===== config.mk =====
export PLATFORM = sky130hd
export DESIGN_NAME = irq_route_regs
export DESIGN_NICKNAME = d
export VERILOG_FILES = /design/src/rtl/irq_route_pkg.sv /design/src/rtl/irq_route_ctrl.sv /design/src/rtl/irq_route_entry.sv /design/src/rtl/irq_route_dp.sv /design/src/rtl/irq_route_regs.sv
export SDC_FILE = /design/constraint.sdc
export NUM_CORES = 1
export LEC_CHECK = 0
export ABC_AREA = 1
export BUFFER_PORTS_ARGS = -buffer_cell sky130_fd_sc_hd__buf_4
export CAP_MARGIN = 20
export CORE_AREA = 2 2 248 250
export DETAILED_ROUTE_END_ITERATION = 8
export DIE_AREA = 0 0 250 252
export PLACE_DENSITY = 0.68
export SLEW_MARGIN = 20
export SYNTH_ARGS = -nofsm -noshare
export SYNTH_HDL_FRONTEND = slang
export SYNTH_SLANG_ARGS = --single-unit

===== constraint.sdc =====
create_clock -name clk -period 2.8 [get_ports clk]
set_input_delay 0.56 -clock clk [delete_from_list [all_inputs] [get_ports clk]]
set_output_delay 0.56 -clock clk [all_outputs]
set_load 0.05 [all_outputs]

===== src/rtl/irq_route_pkg.sv =====
package irq_route_pkg;

  localparam int SEL_W     = 8;
  localparam int ENT_IDX_W = 7;
  localparam int TABLE_BASE = 16;

  // Bits each half keeps on a write; the rest are reserved.
  localparam logic [31:0] LO_KEEP = 32'h0001_AFFF;
  localparam logic [31:0] HI_KEEP = 32'hFF00_0000;
  localparam logic [31:0] LO_RESET = 32'h0001_0000;

  typedef enum logic [2:0] {
    SRC_ZERO,
    SRC_SEL,
    SRC_ID,
    SRC_VER,
    SRC_ARB,
    SRC_LO,
    SRC_HI
  } rdSrc_e;

  typedef struct packed {
    logic                 selWr;
    logic                 idWr;
    logic                 arbWr;
    logic                 loWr;
    logic                 hiWr;
    logic [ENT_IDX_W-1:0] entry;
    logic                 rdPulse;
    rdSrc_e               src;
    logic                 badSel;
    logic                 badBus;
  } strobe_t;

endpackage


===== src/rtl/irq_route_ctrl.sv =====
module irq_route_ctrl
  import irq_route_pkg::*;
#(
  parameter int ADDR_W  = 5,
  parameter int ENTRIES = 24
) (
  input  logic              busWr,
  input  logic              busRd,
  input  logic [ADDR_W-1:0] busAddr,
  input  logic [SEL_W-1:0]  selQ,
  output strobe_t           strb
);

  localparam int TABLE_END = TABLE_BASE + 2 * ENTRIES;

  logic isSelOff;
  logic isWin;
  logic anyAcc;
  logic inTable;
  logic [SEL_W-1:0] relIdx;
  rdSrc_e winSrc;
  logic winBad;

  assign isSelOff = (busAddr == ADDR_W'(0));
  assign isWin    = (busAddr == ADDR_W'(16));
  assign anyAcc   = busWr | busRd;
  assign inTable  = (int'(selQ) >= TABLE_BASE) && (int'(selQ) < TABLE_END);
  assign relIdx   = selQ - SEL_W'(TABLE_BASE);

  always_comb begin
    winBad = 1'b0;
    winSrc = SRC_ZERO;
    case (selQ)
      8'h00:   winSrc = SRC_ID;
      8'h01:   winSrc = SRC_VER;
      8'h02:   winSrc = SRC_ARB;
      default: begin
        if (inTable) begin
          winSrc = selQ[0] ? SRC_HI : SRC_LO;
        end else begin
          winBad = 1'b1;
        end
      end
    endcase
  end

  always_comb begin
    strb         = '0;
    strb.entry   = relIdx[ENT_IDX_W:1];
    strb.rdPulse = busRd;
    strb.src     = SRC_ZERO;
    if (isSelOff) begin
      strb.selWr = busWr;
      strb.src   = SRC_SEL;
    end else if (isWin) begin
      strb.src    = winSrc;
      strb.badSel = anyAcc & winBad;
      strb.idWr   = busWr & (winSrc == SRC_ID);
      strb.arbWr  = busWr & (winSrc == SRC_ARB);
      strb.loWr   = busWr & (winSrc == SRC_LO);
      strb.hiWr   = busWr & (winSrc == SRC_HI);
    end else begin
      strb.badBus = anyAcc;
    end
  end


  tableStrobe_chk: assert final (!(strb.loWr || strb.hiWr) || (int'(strb.entry) < ENTRIES));

endmodule


===== src/rtl/irq_route_entry.sv =====
module irq_route_entry
  import irq_route_pkg::*;
(
  input  logic        clk,
  input  logic        rstN,
  input  logic        loWr,
  input  logic        hiWr,
  input  logic [31:0] wdata,
  output logic [31:0] loQ,
  output logic [31:0] hiQ
);

  always_ff @(posedge clk or negedge rstN) begin
    if (!rstN) begin
      loQ <= LO_RESET;
      hiQ <= '0;
    end else begin
      if (loWr) loQ <= wdata & LO_KEEP;
      if (hiWr) hiQ <= wdata & HI_KEEP;
    end
  end

endmodule


===== src/rtl/irq_route_dp.sv =====
module irq_route_dp
  import irq_route_pkg::*;
#(
  parameter int          ENTRIES  = 24,
  parameter logic [7:0]  RESET_ID = 8'h02,
  parameter logic [7:0]  VERSION  = 8'h11
) (
  input  logic                  clk,
  input  logic                  rstN,
  input  strobe_t               strb,
  input  logic [31:0]           busWdata,
  output logic [31:0]           busRdata,
  output logic                  busErr,
  output logic                  selErr,
  output logic [SEL_W-1:0]      selQ,
  output logic [7:0]            idQ,
  output logic [7:0]            arbQ,
  output logic [ENTRIES*32-1:0] loFlat,
  output logic [ENTRIES*32-1:0] hiFlat
);

  localparam logic [7:0]  LAST_IDX = 8'(ENTRIES - 1);
  localparam logic [31:0] VER_WORD = {8'h00, LAST_IDX, 8'h00, VERSION};

  logic [31:0] loArr [ENTRIES];
  logic [31:0] hiArr [ENTRIES];
  logic [31:0] pickLo;
  logic [31:0] pickHi;
  logic [31:0] rdMux;

  for (genvar g = 0; g < ENTRIES; g++) begin : gEntry
    irq_route_entry u_entry (
      .clk   (clk),
      .rstN  (rstN),
      .loWr  (strb.loWr && (strb.entry == ENT_IDX_W'(g))),
      .hiWr  (strb.hiWr && (strb.entry == ENT_IDX_W'(g))),
      .wdata (busWdata),
      .loQ   (loArr[g]),
      .hiQ   (hiArr[g])
    );
    assign loFlat[g*32 +: 32] = loArr[g];
    assign hiFlat[g*32 +: 32] = hiArr[g];
  end

  always_ff @(posedge clk or negedge rstN) begin
    if (!rstN) begin
      selQ <= '0;
      idQ  <= RESET_ID;
      arbQ <= RESET_ID;
    end else begin
      if (strb.selWr) selQ <= busWdata[SEL_W-1:0];
      if (strb.idWr)  idQ  <= busWdata[31:24];
      if (strb.arbWr) arbQ <= busWdata[31:24];
    end
  end

  always_comb begin
    pickLo = '0;
    pickHi = '0;
    for (int k = 0; k < ENTRIES; k++) begin
      if (strb.entry == ENT_IDX_W'(k)) begin
        pickLo = loArr[k];
        pickHi = hiArr[k];
      end
    end
  end

  always_comb begin
    case (strb.src)
      SRC_SEL: rdMux = {{(32-SEL_W){1'b0}}, selQ};
      SRC_ID:  rdMux = {idQ, 24'h0};
      SRC_VER: rdMux = VER_WORD;
      SRC_ARB: rdMux = {arbQ, 24'h0};
      SRC_LO:  rdMux = pickLo;
      SRC_HI:  rdMux = pickHi;
      default: rdMux = '0;
    endcase
  end

  always_ff @(posedge clk or negedge rstN) begin
    if (!rstN) begin
      busRdata <= '0;
      busErr   <= 1'b0;
      selErr   <= 1'b0;
    end else begin
      if (strb.rdPulse) busRdata <= rdMux;
      busErr <= strb.badBus;
      selErr <= strb.badSel;
    end
  end


  resetIdRange_chk: assert final (RESET_ID != 8'hFF);


  selErrPulse_chk: assert property (@(posedge clk) disable iff (!rstN)
    selErr |=> (!selErr || $past(strb.badSel)));

endmodule


===== src/rtl/irq_route_regs.sv =====
module irq_route_regs
  import irq_route_pkg::*;
#(
  parameter int         ADDR_W   = 5,
  parameter int         ENTRIES  = 24,
  parameter logic [7:0] RESET_ID = 8'h02,
  parameter logic [7:0] VERSION  = 8'h11
) (
  input  logic                 clk,
  input  logic                 rstN,
  input  logic                 busWr,
  input  logic                 busRd,
  input  logic [ADDR_W-1:0]    busAddr,
  input  logic [31:0]          busWdata,
  output logic [31:0]          busRdata,
  output logic                 busErr,
  output logic                 selErr,
  output logic [7:0]           idOut,
  output logic [7:0]           arbIdOut,
  output logic [ENTRIES*8-1:0] entVector,
  output logic [ENTRIES*3-1:0] entDelivery,
  output logic [ENTRIES-1:0]   entDestMode,
  output logic [ENTRIES-1:0]   entPolarity,
  output logic [ENTRIES-1:0]   entTrigger,
  output logic [ENTRIES-1:0]   entMask,
  output logic [ENTRIES*8-1:0] entDest
);

  localparam logic [31:0] VER_WORD = {8'h00, 8'(ENTRIES - 1), 8'h00, VERSION};

  strobe_t strb;
  logic [SEL_W-1:0] selQ;
  logic [ENTRIES*32-1:0] loFlat;
  logic [ENTRIES*32-1:0] hiFlat;

  irq_route_ctrl #(.ADDR_W(ADDR_W), .ENTRIES(ENTRIES)) u_ctrl (
    .busWr   (busWr),
    .busRd   (busRd),
    .busAddr (busAddr),
    .selQ    (selQ),
    .strb    (strb)
  );

  irq_route_dp #(.ENTRIES(ENTRIES), .RESET_ID(RESET_ID), .VERSION(VERSION)) u_dp (
    .clk      (clk),
    .rstN     (rstN),
    .strb     (strb),
    .busWdata (busWdata),
    .busRdata (busRdata),
    .busErr   (busErr),
    .selErr   (selErr),
    .selQ     (selQ),
    .idQ      (idOut),
    .arbQ     (arbIdOut),
    .loFlat   (loFlat),
    .hiFlat   (hiFlat)
  );

  for (genvar g = 0; g < ENTRIES; g++) begin : gField
    assign entVector[g*8 +: 8]   = loFlat[g*32 +: 8];
    assign entDelivery[g*3 +: 3] = loFlat[g*32 + 8 +: 3];
    assign entDestMode[g]        = loFlat[g*32 + 11];
    assign entPolarity[g]        = loFlat[g*32 + 13];
    assign entTrigger[g]         = loFlat[g*32 + 15];
    assign entMask[g]            = loFlat[g*32 + 16];
    assign entDest[g*8 +: 8]     = hiFlat[g*32 + 24 +: 8];
  end


  oneStrobe_chk: assert property (@(posedge clk) disable iff (!rstN)
    !(busRd && busWr));


  selWrite_chk: assert property (@(posedge clk) disable iff (!rstN)
    (busWr && busAddr == ADDR_W'(0)) |=> (selQ == $past(busWdata[7:0])));


  idWrite_chk: assert property (@(posedge clk) disable iff (!rstN)
    (busWr && busAddr == ADDR_W'(16) && selQ == 8'h00) |=> (idOut == $past(busWdata[31:24])));


  verRead_chk: assert property (@(posedge clk) disable iff (!rstN)
    (busRd && busAddr == ADDR_W'(16) && selQ == 8'h01) |=> (busRdata == VER_WORD));


  selErrCause_chk: assert property (@(posedge clk) disable iff (!rstN)
    selErr |-> ($past(busRd || busWr) && $past(busAddr) == ADDR_W'(16)));


  badOffset_chk: assert property (@(posedge clk) disable iff (!rstN)
    ((busRd || busWr) && busAddr != ADDR_W'(0) && busAddr != ADDR_W'(16))
      |=> (busErr && !selErr && $stable(selQ) && $stable(idOut) && $stable(arbIdOut)
           && $stable(loFlat) && $stable(hiFlat)));

endmodule


After elaboration in Yosys (flattened, before gate mapping). Index checks and enable logic that the tools add are counted.

Bits in registers: 610. Logic and storage cells: 213. Output and inout bits: 602. Input port bits: 41.

Equal/unequal tests: 36. Add/subtract/negate cells: 1. Reduce and logical (&&, ||, !) cells: 53. Bitwise logic cells: 6. $lt $le $gt $ge: 2. Muxes and demuxes: 61.

Operators by type and width (number): $mux W32 (24); $mux W17 (24); $pmux W32 S6 (1); $eq A7 B4 Y1 const B (8); $eq A7 B5 Y1 const B (8); $logic_and A1 B1 Y1 (49); $eq A7 B3 Y1 const B (4); $eq A3 B3 Y1 const B (6); $eq A7 B2 Y1 const B (2); $mux W4 (3); $eq A3 B2 Y1 const B (3); $pmux W3 S3 (1); $eq A8 B1 Y1 const B (1); $eq A8 B2 Y1 const B (1); $ge A8 B5 Y1 const B (1); $logic_not A8 Y1 (1); $lt A8 B7 Y1 const B (1); $sub A8 B5 Y8 const B (1); $eq A7 B1 Y1 const B (1); $logic_not A7 Y1 (1); $mux W3 (2); $and A1 B1 Y1 (5); $eq A5 B5 Y1 const B (1); $logic_not A5 Y1 (1); other kinds (5) (9).

Depth between registers and ports, before layout. Gate-level depths: netlist of the first run.

Word-level depth: 27. Mapped depth: 27.

Modules after synthesis. From an unflattened synthesis of the first run, not the netlist that was laid out.

Cells, all modules: 6736. Area total of the unflattened synthesis: 44983.1 µm².

Modules (own cells, without submodules): irq_route_entry (area an instance 1219.9 µm², sequential area each 576.8 µm², cells an instance 140, times used 24); irq_route_dp (area an instance 15384.8 µm², sequential area each 1453.9 µm², cells an instance 3315, times used 1); irq_route_ctrl (area an instance 320.3 µm², sequential area each 0.0 µm², cells an instance 61, times used 1).

Least setup slack after synthesis of the first run. OpenSTA, ideal clock, no wires.

Path type: register -> register. Start: register u_dp.selQ[4]. End: register u_dp.busRdata[31]. Clock period less this slack: 2.642 ns. Setup slack: 0.158 ns. Cell stages (with the launch flop): 25. Arrival: 2.524 ns. Setup time: 0.118 ns. Path through: dfrtp_1 -> inv_2 -> ha_1 -> inv_1 -> nand2_1 -> nand3_1 -> nor2_4 -> buf_4 -> nand3b_4 -> buf_4 -> or2_0 -> nand2_1 -> nand4_1 -> nand2_1 -> nand3_1 -> nand2_1 -> nand4_1 -> nor2_1 -> nand4_1 -> nand2_1 -> nand2_1 -> nand2_1 -> nand2_1 -> nand2_1 -> nand2_1.

Longest elaborated chain between the ends: 27. Elaborated cells on any way between the ends: 66.

Ends and longest elaborated chain: from (decl) (RTL line irq_route_dp.sv:15) `output logic [SEL_W-1:0] selQ,`; from (signal assigned) (RTL line irq_route_dp.sv:51) `if (strb.selWr) selQ <= busWdata[SEL_W-1:0];`; $sub A8 B5 Y8 (RTL line irq_route_ctrl.sv:28) `assign relIdx = selQ - SEL_W'(TABLE_BASE);`; $logic_not A7 Y1 (RTL line irq_route_dp.sv:61) `if (strb.entry == ENT_IDX_W'(k)) begin`; $mux W32 (24 in a row) (RTL line irq_route_dp.sv:61); $pmux W32 S6 * (RTL line irq_route_dp.sv:69) `case (strb.src)`; to (signal assigned) (RTL line irq_route_dp.sv:86) `if (strb.rdPulse) busRdata <= rdMux;`; to (decl) (RTL line irq_route_dp.sv:12) `output logic [31:0] busRdata,`.

Every way passes the cells marked *; elsewhere a longest branch is shown, timed or not. A chain may end at the register's enable or synchronous reset.

Worst setup path after layout of the first run.
Start: register u_dp.selQ[4]. End: register u_dp.busRdata[29].

The elaborated chain is that of the path after synthesis.

==> results.py, run 1 <==
metrics = {
    "layout": {
        "finish.utilization_pct": 64.5,
        "layout-drive-gt1-share_pct": 33.0,
        "finalInstanceArea_sq_um": 38800,
        "area_delta_synth_final_pct": 40.7,
        "layout.nets": 4340,
    },
    "global_routing": {
        "grt_first_pass_wirelength_um": 181000,
        "grt_usage_pct": 39.1,
        "grt_pass1_vias": 26300,
        "grt_overflow": 0,
        "antenna_found_initial": 3,
        "grt_max_degree": 66,
    },
    "die": {
        "start_util_pct": 45.9,
        "die_y_um": 252,
        "num_rows": 90,
        "io_pins": 643,
        "fp.dieW_um": 250,
        "die-area_sq_um": 63000,
        "coreArea_sq_um": 60100,
    },
    "setup_path": {
        "r2r_end": "u_dp.busRdata[29]",
        "crit_top_cell": "nand2_1",
        "path_depth": 25,
        "cp_num_buf_inv": 3,
        "required_ns": 3.32,
        "crit_path_max_incr_delay_ns": 0.38,
        "crit_type": "register to register",
        "critPathMaxFanout": 4,
        "start_kind": "register",
        "worstPathArrival_ns": 4.08,
        "r2r_start": "u_dp.selQ[4]",
        "crit_path_end_kind": "register",
        "rrSetupSlack_ns": -0.76,
        "cp_slowest_cell": "dfrtp_1",
        "crit_family": "simple AND/OR/NAND/NOR gates",
        "ff2ff_path_depth": 25,
    },
    "sta": {
        "tns_ns": -16.64,
        "fmax_mhz": 281,
        "setup_viol": 119,
        "rsz0062_at_grt": "yes",
        "final_max_slew_viol_count": 0,
        "post-route-period-util_pct": 127,
        "fin_ws_ns": -0.755,
        "hold_slack_ns": 0.283,
        "max_slew.worst_pin.slew_ns": 1.28,
        "finalCriticalPeriod_ns": 3.56,
        "fin_skew_ns": 0.0340,
        "hold_viol": 0,
        "relSlewSlack_pct": 14.1,
    },
    "power_and_ir_drop": {
        "pwr_density_cell_nw_per_um2": 493,
        "power.leakage_nw": 20.9,
        "pwr-share-clk_pct": 44.1,
        "p_total_mw": 19.1,
        "seq_power_share_pct": 46.1,
        "p_int_mw": 14.2,
        "power_switching_mw": 4.92,
        "pwr-share-comb_pct": 9.8,
        "worst_ir_drop_vdd_mv": 0.373,
        "switching_share_pct": 25.7,
    },
    "synthesis": {
        "ys_types": 35,
        "yosys-top-cells-area": "dfrtp_1, nand2_1, o21ai_0, nor2_1, inv_1",
        "yosys_warnings": 0,
        "ys_seq_area_share_pct": 54.8,
        "yosys.area.top_type": "dfrtp_1",
        "synth-seq-cells": 602,
        "synth_top_area_share_pct": 52.3,
        "netlist_area_sq_um": 27600,
        "synth_cells": 3500,
        "syn_area_per_cell_sq_um": 7.88,
    },
    "cts": {
        "cts_buffers": 61,
        "cts_tree": "yes",
        "path_clk_slew_ns": 0.07,
        "root_buffer": "clkbuf_16",
        "clockBufferDepth": 3,
        "cts.sinks": 602,
        "h-tree-depth": 2,
        "worstSkewPairLatency_ns": 0.66,
    },
    "drt": {
        "postRouteAntennaNets": 0,
        "viasPerCell": 5.66,
        "detail_route.wl_per_cell_um": 24.8,
        "drt_iter0_markers": 4285,
        "detail_route.first_pass.iterations": 6,
        "drt-total-wl_um": 127000,
        "drcViolationCount": 0,
        "vias": 29100,
    },
    "place": {
        "routabilityCongestion": 0.988,
        "portBuffers": 627,
        "dp_hpwl_um": 93000,
        "place_area_sq_um": 35000,
    },
    "min_path": {
        "hold_end": "u_dp.busRdata[3]",
        "min_from": "busRd",
        "holdPathStages": 3,
        "hold_path_class": "input port to register",
    },
    "outcome": {
        "violations": "setup timing",
        "status": "finished, violations left",
    },
    "flow_run": {
        "cap_viol_max_count": 0,
    },
}
-- cells in the mapped netlist (all sizes together) --
cell,count
and2,1
clkinv,11
nand4,96
or2,44
nand3,63
ha,3
o21ai,397
a21oi,256
a31oi,1
inv,393
nand2,958
a211oi,1
conb,1
nor4,3
clkbuf,154
dfstp,26
and3,1
nor2,441
a22o,8
buf,57
nor3,8
dfrtp,576
nand3b,1
-- worst max-delay path by stage --
stage                         to          from
6_report       u_dp.busRdata[29]  u_dp.selQ[4]
5_1_grt         u_dp.busRdata[2]  u_dp.selQ[5]
4_1_cts        u_dp.busRdata[29]  u_dp.selQ[5]
3_5_place_dp    u_dp.busRdata[9]  u_dp.selQ[4]
3_3_place_gp    u_dp.busRdata[9]  u_dp.selQ[4]
2_1_floorplan  u_dp.busRdata[31]  u_dp.selQ[4]
-- cells by family (layout without fill, tap and decap cells) --
logic type / count (synthesis) / count (layout) / synth area share [%]
AOI/OAI and AO/OA: 663 / 663 / 12.2
adders and majority gates: 3 / 3 / 0.136
buffers and inverters: 615 / 1456 / 8.83
DFF: 602 / 602 / 54.8
other: 1 / 9 / 0.0136
and+or+nand+nor: 1616 / 1616 / 24.1
-- cell type report --
cell class	instances	area, sq um
fill	5156	21300
sequential	602	15100
multi-input combinational	2288	11200
timing repair buffer	930	7790
clock buffer	98	1880
inverter	404	1610
tap	782	978
clock inverter	15	176
timing repair inverter	9	68.8
antenna	3	7.51
-- registers in the layout, indices dropped and copies added (netlist names) --
signal	count
u_dp.selErr	1
u_dp.gEntry.u_entry.hiQ	192
u_dp.busErr	1
u_dp.idQ	8
u_dp.selQ	8
u_dp.arbQ	8
u_dp.gEntry.u_entry.loQ	360
u_dp.busRdata	24
-- layout by cell type (no fill, tap or decap), types with 6 or more instances in the layout --
cell type  synthesis  final
buf_8              0      6
nand2_4            1      7
a22o_1             8      8
buf_6              5     27
inv_1            360    350
buf_4             11    844
inv_6              0      6
nor2_4             5     36
a21oi_2            0     74
nand2_1          956    909
clkbuf_1         154     16
dfstp_2           26     26
a21oi_1          256    181
clkinv_1          11     11
or2_2             37     33
nand3_1           63     36
inv_4              0     19
nand2_2            1     41
nand4_1           96     96
nand3_2            0     23
clkinv_2           0      9
nor2_2            24     88
nor2_1           412    317
inv_2             33     16
buf_12             0     51
conb_1             1      6
clkbuf_8           0     21
clkbuf_16          0     61
dfrtp_1          576    575
o21ai_0          390    386
-- worst register-to-register path, stage by stage (launching register included) --
cell and delay, ns:
dfrtp_1 0.38, inv_2 0.12, ha_4 0.17, inv_2 0.05, nand2_4 0.06, nand3_4 0.08
nor2_4 0.21, nand2_4 0.10, buf_6 0.13, or2_0 0.19, nand2_1 0.11, nand3_2 0.07
nand2_2 0.09, nand4_1 0.22, nor2_2 0.19, nand4_1 0.14, nor2_1 0.16, nand4_1 0.23
nor2_2 0.22, nand4_1 0.19, nand2_1 0.10, nand2_1 0.05, nand2_1 0.05, nand2_1 0.04
nand2_1 0.06, nand2_1 0.05
-- per-stage QoR --
step | setup WS, ns | std cells
after global placement | -0.940 | 4968
after CTS | -0.694 | 5101
after floorplan | 0.158 | 3505
final | -0.755 | 5131
after global routing | -0.932 | 5128
after detailed placement | -0.960 | 4968
-- power groups by stage --
stage	logic, mW	registers, mW	clock network, mW
after floorplan	0.538	9.10	0
after global placement	1.63	8.97	0
after detailed placement	1.64	8.98	0
after CTS	1.76	8.82	8.45
after global routing	1.99	8.83	8.79
final	1.88	8.82	8.43
-- routing by layer --
metal | vias to the layer above | global-route usage (%) | part of all wire [%]
met3 | 357 | 8.59 | 12
met5 | - | 0 | 0.012
met1 | 13900 | 54.9 | 38
li1 | 12600 | - | -
met2 | 2147 | 57.6 | 43
met4 | 2 | 19.3 | 5.7
-- timing repair --
action | CTS | global route
pin swaps | 78 | 153
endpoints found under the setup margin | 203 | 220
hold buffers | 1 | 0
buffers inserted | 17 | 21
cloned | 3 | 8
resized for setup | 125 | 295
endpoints found under the hold margin | 33 | 0
Power figures use the tool's default switching activity.
==> run 2: changes to the inputs <==
- PLACE_DENSITY: 0.68 -> 0.66
- SETUP_SLACK_MARGIN: unset -> 0.3
- clock period: 2.8 -> 4.4 ns (I/O delays scaled with it)
==> run 2 against run 1 <==
Effect of this change:
- the run now ends clean
- routed wire length fell by 7.9%
- global-route usage fell by 2.5 points
- first-iteration DRC count fell by 35%
- clock skew fell by 0.0052 ns
- via count fell by 8.4%
- critical path depth fell by 3
- non-clock buffer count fell by 225
- die area did not move
- combinational power fell by 53%
- largest cell class unchanged
- largest power group is now clock
- highest routed layer is now met4
==> results.py, run 2 (synthesis gave the netlist of run 1 again) <==
metrics = {
    "setup_path": {
        "ff2ff_path_depth": 22,
        "r2r_start": "u_dp.selQ[4]",
        "critPathMaxFanout": 18,
        "crit_type": "register to register",
        "r2r_end": "u_dp.busRdata[15]",
        "required_ns": 4.89,
        "start_kind": "register",
        "worstPathArrival_ns": 4.53,
        "crit_path_end_kind": "register",
        "rrSetupSlack_ns": 0.36,
    },
    "global_routing": {
        "grt_max_degree": 97,
        "grt_usage_pct": 36.6,
        "grt_pass1_vias": 24500,
        "grt_overflow": 0,
        "grt_first_pass_wirelength_um": 169000,
        "antenna_found_initial": 1,
    },
    "power_and_ir_drop": {
        "seq_power_share_pct": 46.0,
        "worst_ir_drop_vdd_mv": 0.232,
        "p_total_mw": 12.2,
        "pwr_density_cell_nw_per_um2": 346,
        "pwr-share-comb_pct": 7.2,
        "power.leakage_nw": 19.2,
        "switching_share_pct": 25.7,
        "pwr-share-clk_pct": 46.8,
        "p_int_mw": 9.08,
        "power_switching_mw": 3.15,
    },
    "cts": {
        "root_buffer": "clkbuf_16",
        "cts_buffers": 70,
        "h-tree-depth": 3,
        "cts.sinks": 602,
        "clockBufferDepth": 3,
        "path_clk_slew_ns": 0.06,
        "cts_tree": "yes",
        "worstSkewPairLatency_ns": 0.62,
        "ctsHoldBuffers": 0,
    },
    "sta": {
        "relSlewSlack_pct": 19.0,
        "post-route-period-util_pct": 91.9,
        "fin_skew_ns": 0.0288,
        "hold_viol": 0,
        "max_slew.worst_pin.slew_ns": 1.21,
        "finalCriticalPeriod_ns": 4.04,
        "fmax_mhz": 247,
        "tns_ns": 0,
        "final_max_slew_viol_count": 0,
        "rsz0062_at_grt": "no",
        "setup_viol": 0,
    },
    "drt": {
        "detail_route.wl_per_cell_um": 23.9,
        "drcViolationCount": 0,
        "viasPerCell": 5.42,
        "vias": 26600,
        "drt-total-wl_um": 117000,
        "drt_iter0_markers": 2784,
        "detail_route.first_pass.iterations": 6,
        "postRouteAntennaNets": 0,
    },
    "die": {
        "coreArea_sq_um": 60100,
        "io_pins": 643,
        "die_y_um": 252,
        "start_util_pct": 45.9,
        "num_rows": 90,
        "die-area_sq_um": 63000,
        "fp.dieW_um": 250,
    },
    "layout": {
        "layout-drive-gt1-share_pct": 23.4,
        "layout_common_cells": "nand2_1, buf_4, dfrtp_1",
        "area_delta_synth_final_pct": 28.3,
        "finish.utilization_pct": 58.8,
        "largest_reg_flops": 360,
        "top_regs": "u_dp.gEntry.u_entry.loQ (360), u_dp.gEntry.u_entry.hiQ (192), u_dp.busRdata (24)",
        "layout.nets": 4115,
        "largest_register": "u_dp.gEntry.u_entry.loQ",
        "layout_commonest_cell": "nand2_1",
    },
    "outcome": {
        "status": "finished clean",
    },
    "place": {
        "routabilityCongestion": 0.938,
        "dp_hpwl_um": 83400,
        "portBuffers": 627,
    },
    "flow_run": {
        "cap_viol_max_count": 0,
    },
    "min_path": {
        "hold_path_class": "input port to asynchronous set/reset pin",
    },
}
==> run 2: cell types whose count changed in the layout (fill, tap and decap cells not counted), sizes merged, moves of 2 or more <==
cell / change
diode: -2
clkbuf: +11
clkinvlp: -3
inv: +3
buf: -223
bufinv: -2
==> run 2: worst max-delay path: stages (launching register included) <==
cell and delay [ns]:
dfrtp_2 0.41, inv_2 0.07, ha_1 0.23, inv_1 0.06, nand2_1 0.07, nand3_2 0.11
nor2_4 0.07, buf_6 0.17, nand2_2 0.13, inv_2 0.14, nand2_1 0.08, and3_1 0.18
nand4_1 0.13, nor2_1 0.25, nand4_1 0.18, o21ai_0 0.18, nand4_1 0.34, nand2_1 0.14
nand4_1 0.16, nor3_1 0.44, nand4_1 0.21, nand2_1 0.11, nand2_1 0.05
==> run 2: final cells by class <==
class | instances | area [sq um]
clock inverters | 21 | 154
repair buffers | 705 | 5420
clock buffers | 109 | 2070
flip-flops and latches | 602 | 15100
multi-input cells | 2288 | 10100
well taps | 782 | 978
diodes | 1 | 2.50
fillers | 5636 | 24800
inverters | 404 | 1520
==> run 2: what timing repair did <==
item / 4_1_cts / 5_1_grt
pin swaps: 1 / 9
setup buffers: 3 / 5
gates cloned: 0 / 0
endpoints found under the setup margin: 6 / 22
resized for setup: 2 / 20
==> run 2: power groups by stage <==
| stage | Clock, mW | Sequential, mW | Combinational, mW |
|---|---|---|---|
| final | 5.72 | 5.62 | 0.885 |
| after global routing | 5.99 | 5.62 | 0.941 |
| after CTS | 5.75 | 5.62 | 0.853 |
| after detailed placement | 0 | 5.72 | 0.849 |
| after global placement | 0 | 5.72 | 0.840 |
| after floorplan | 0 | 5.79 | 0.342 |
==> run 2: worst max path at each step <==
stage,from,end,slack (ns),depth (start not counted)
final,u_dp.selQ[4],u_dp.busRdata[15],0.36,22
after global routing,u_dp.selQ[4],u_dp.busRdata[4],0.29,23
after CTS,u_dp.selQ[4],u_dp.busRdata[24],0.32,26
after detailed placement,u_dp.selQ[4],u_dp.busRdata[27],0.22,22
after global placement,u_dp.selQ[4],u_dp.busRdata[27],0.25,22
after floorplan,busAddr[1],u_dp.gEntry[0].u_entry.loQ[0],1.63,8
==> run 2: stage by stage <==
stage,area [sq um],hold slack [ns],std cells,setup slack [ns]
after floorplan,27600,0.496,3505,1.63
after global placement,33000,0.465,4771,0.251
after detailed placement,33000,0.471,4772,0.220
after CTS,35300,0.297,4905,0.325
after global routing,35400,0.310,4911,0.294
final,35400,0.293,4912,0.355
==> run 2: per-layer routing <==
metal / share of wire (%) / global-route usage, % / vias up / wire, um
li1: - / - / 12100 / -
met1: 40 / 49.3 / 12800 / 47300
met2: 44 / 54.6 / 1380 / 51900
met3: 9.6 / 9.04 / 266 / 11200
met4: 6.0 / 20.2 / 0 / 6990
met5: 0 / 0 / - / 0
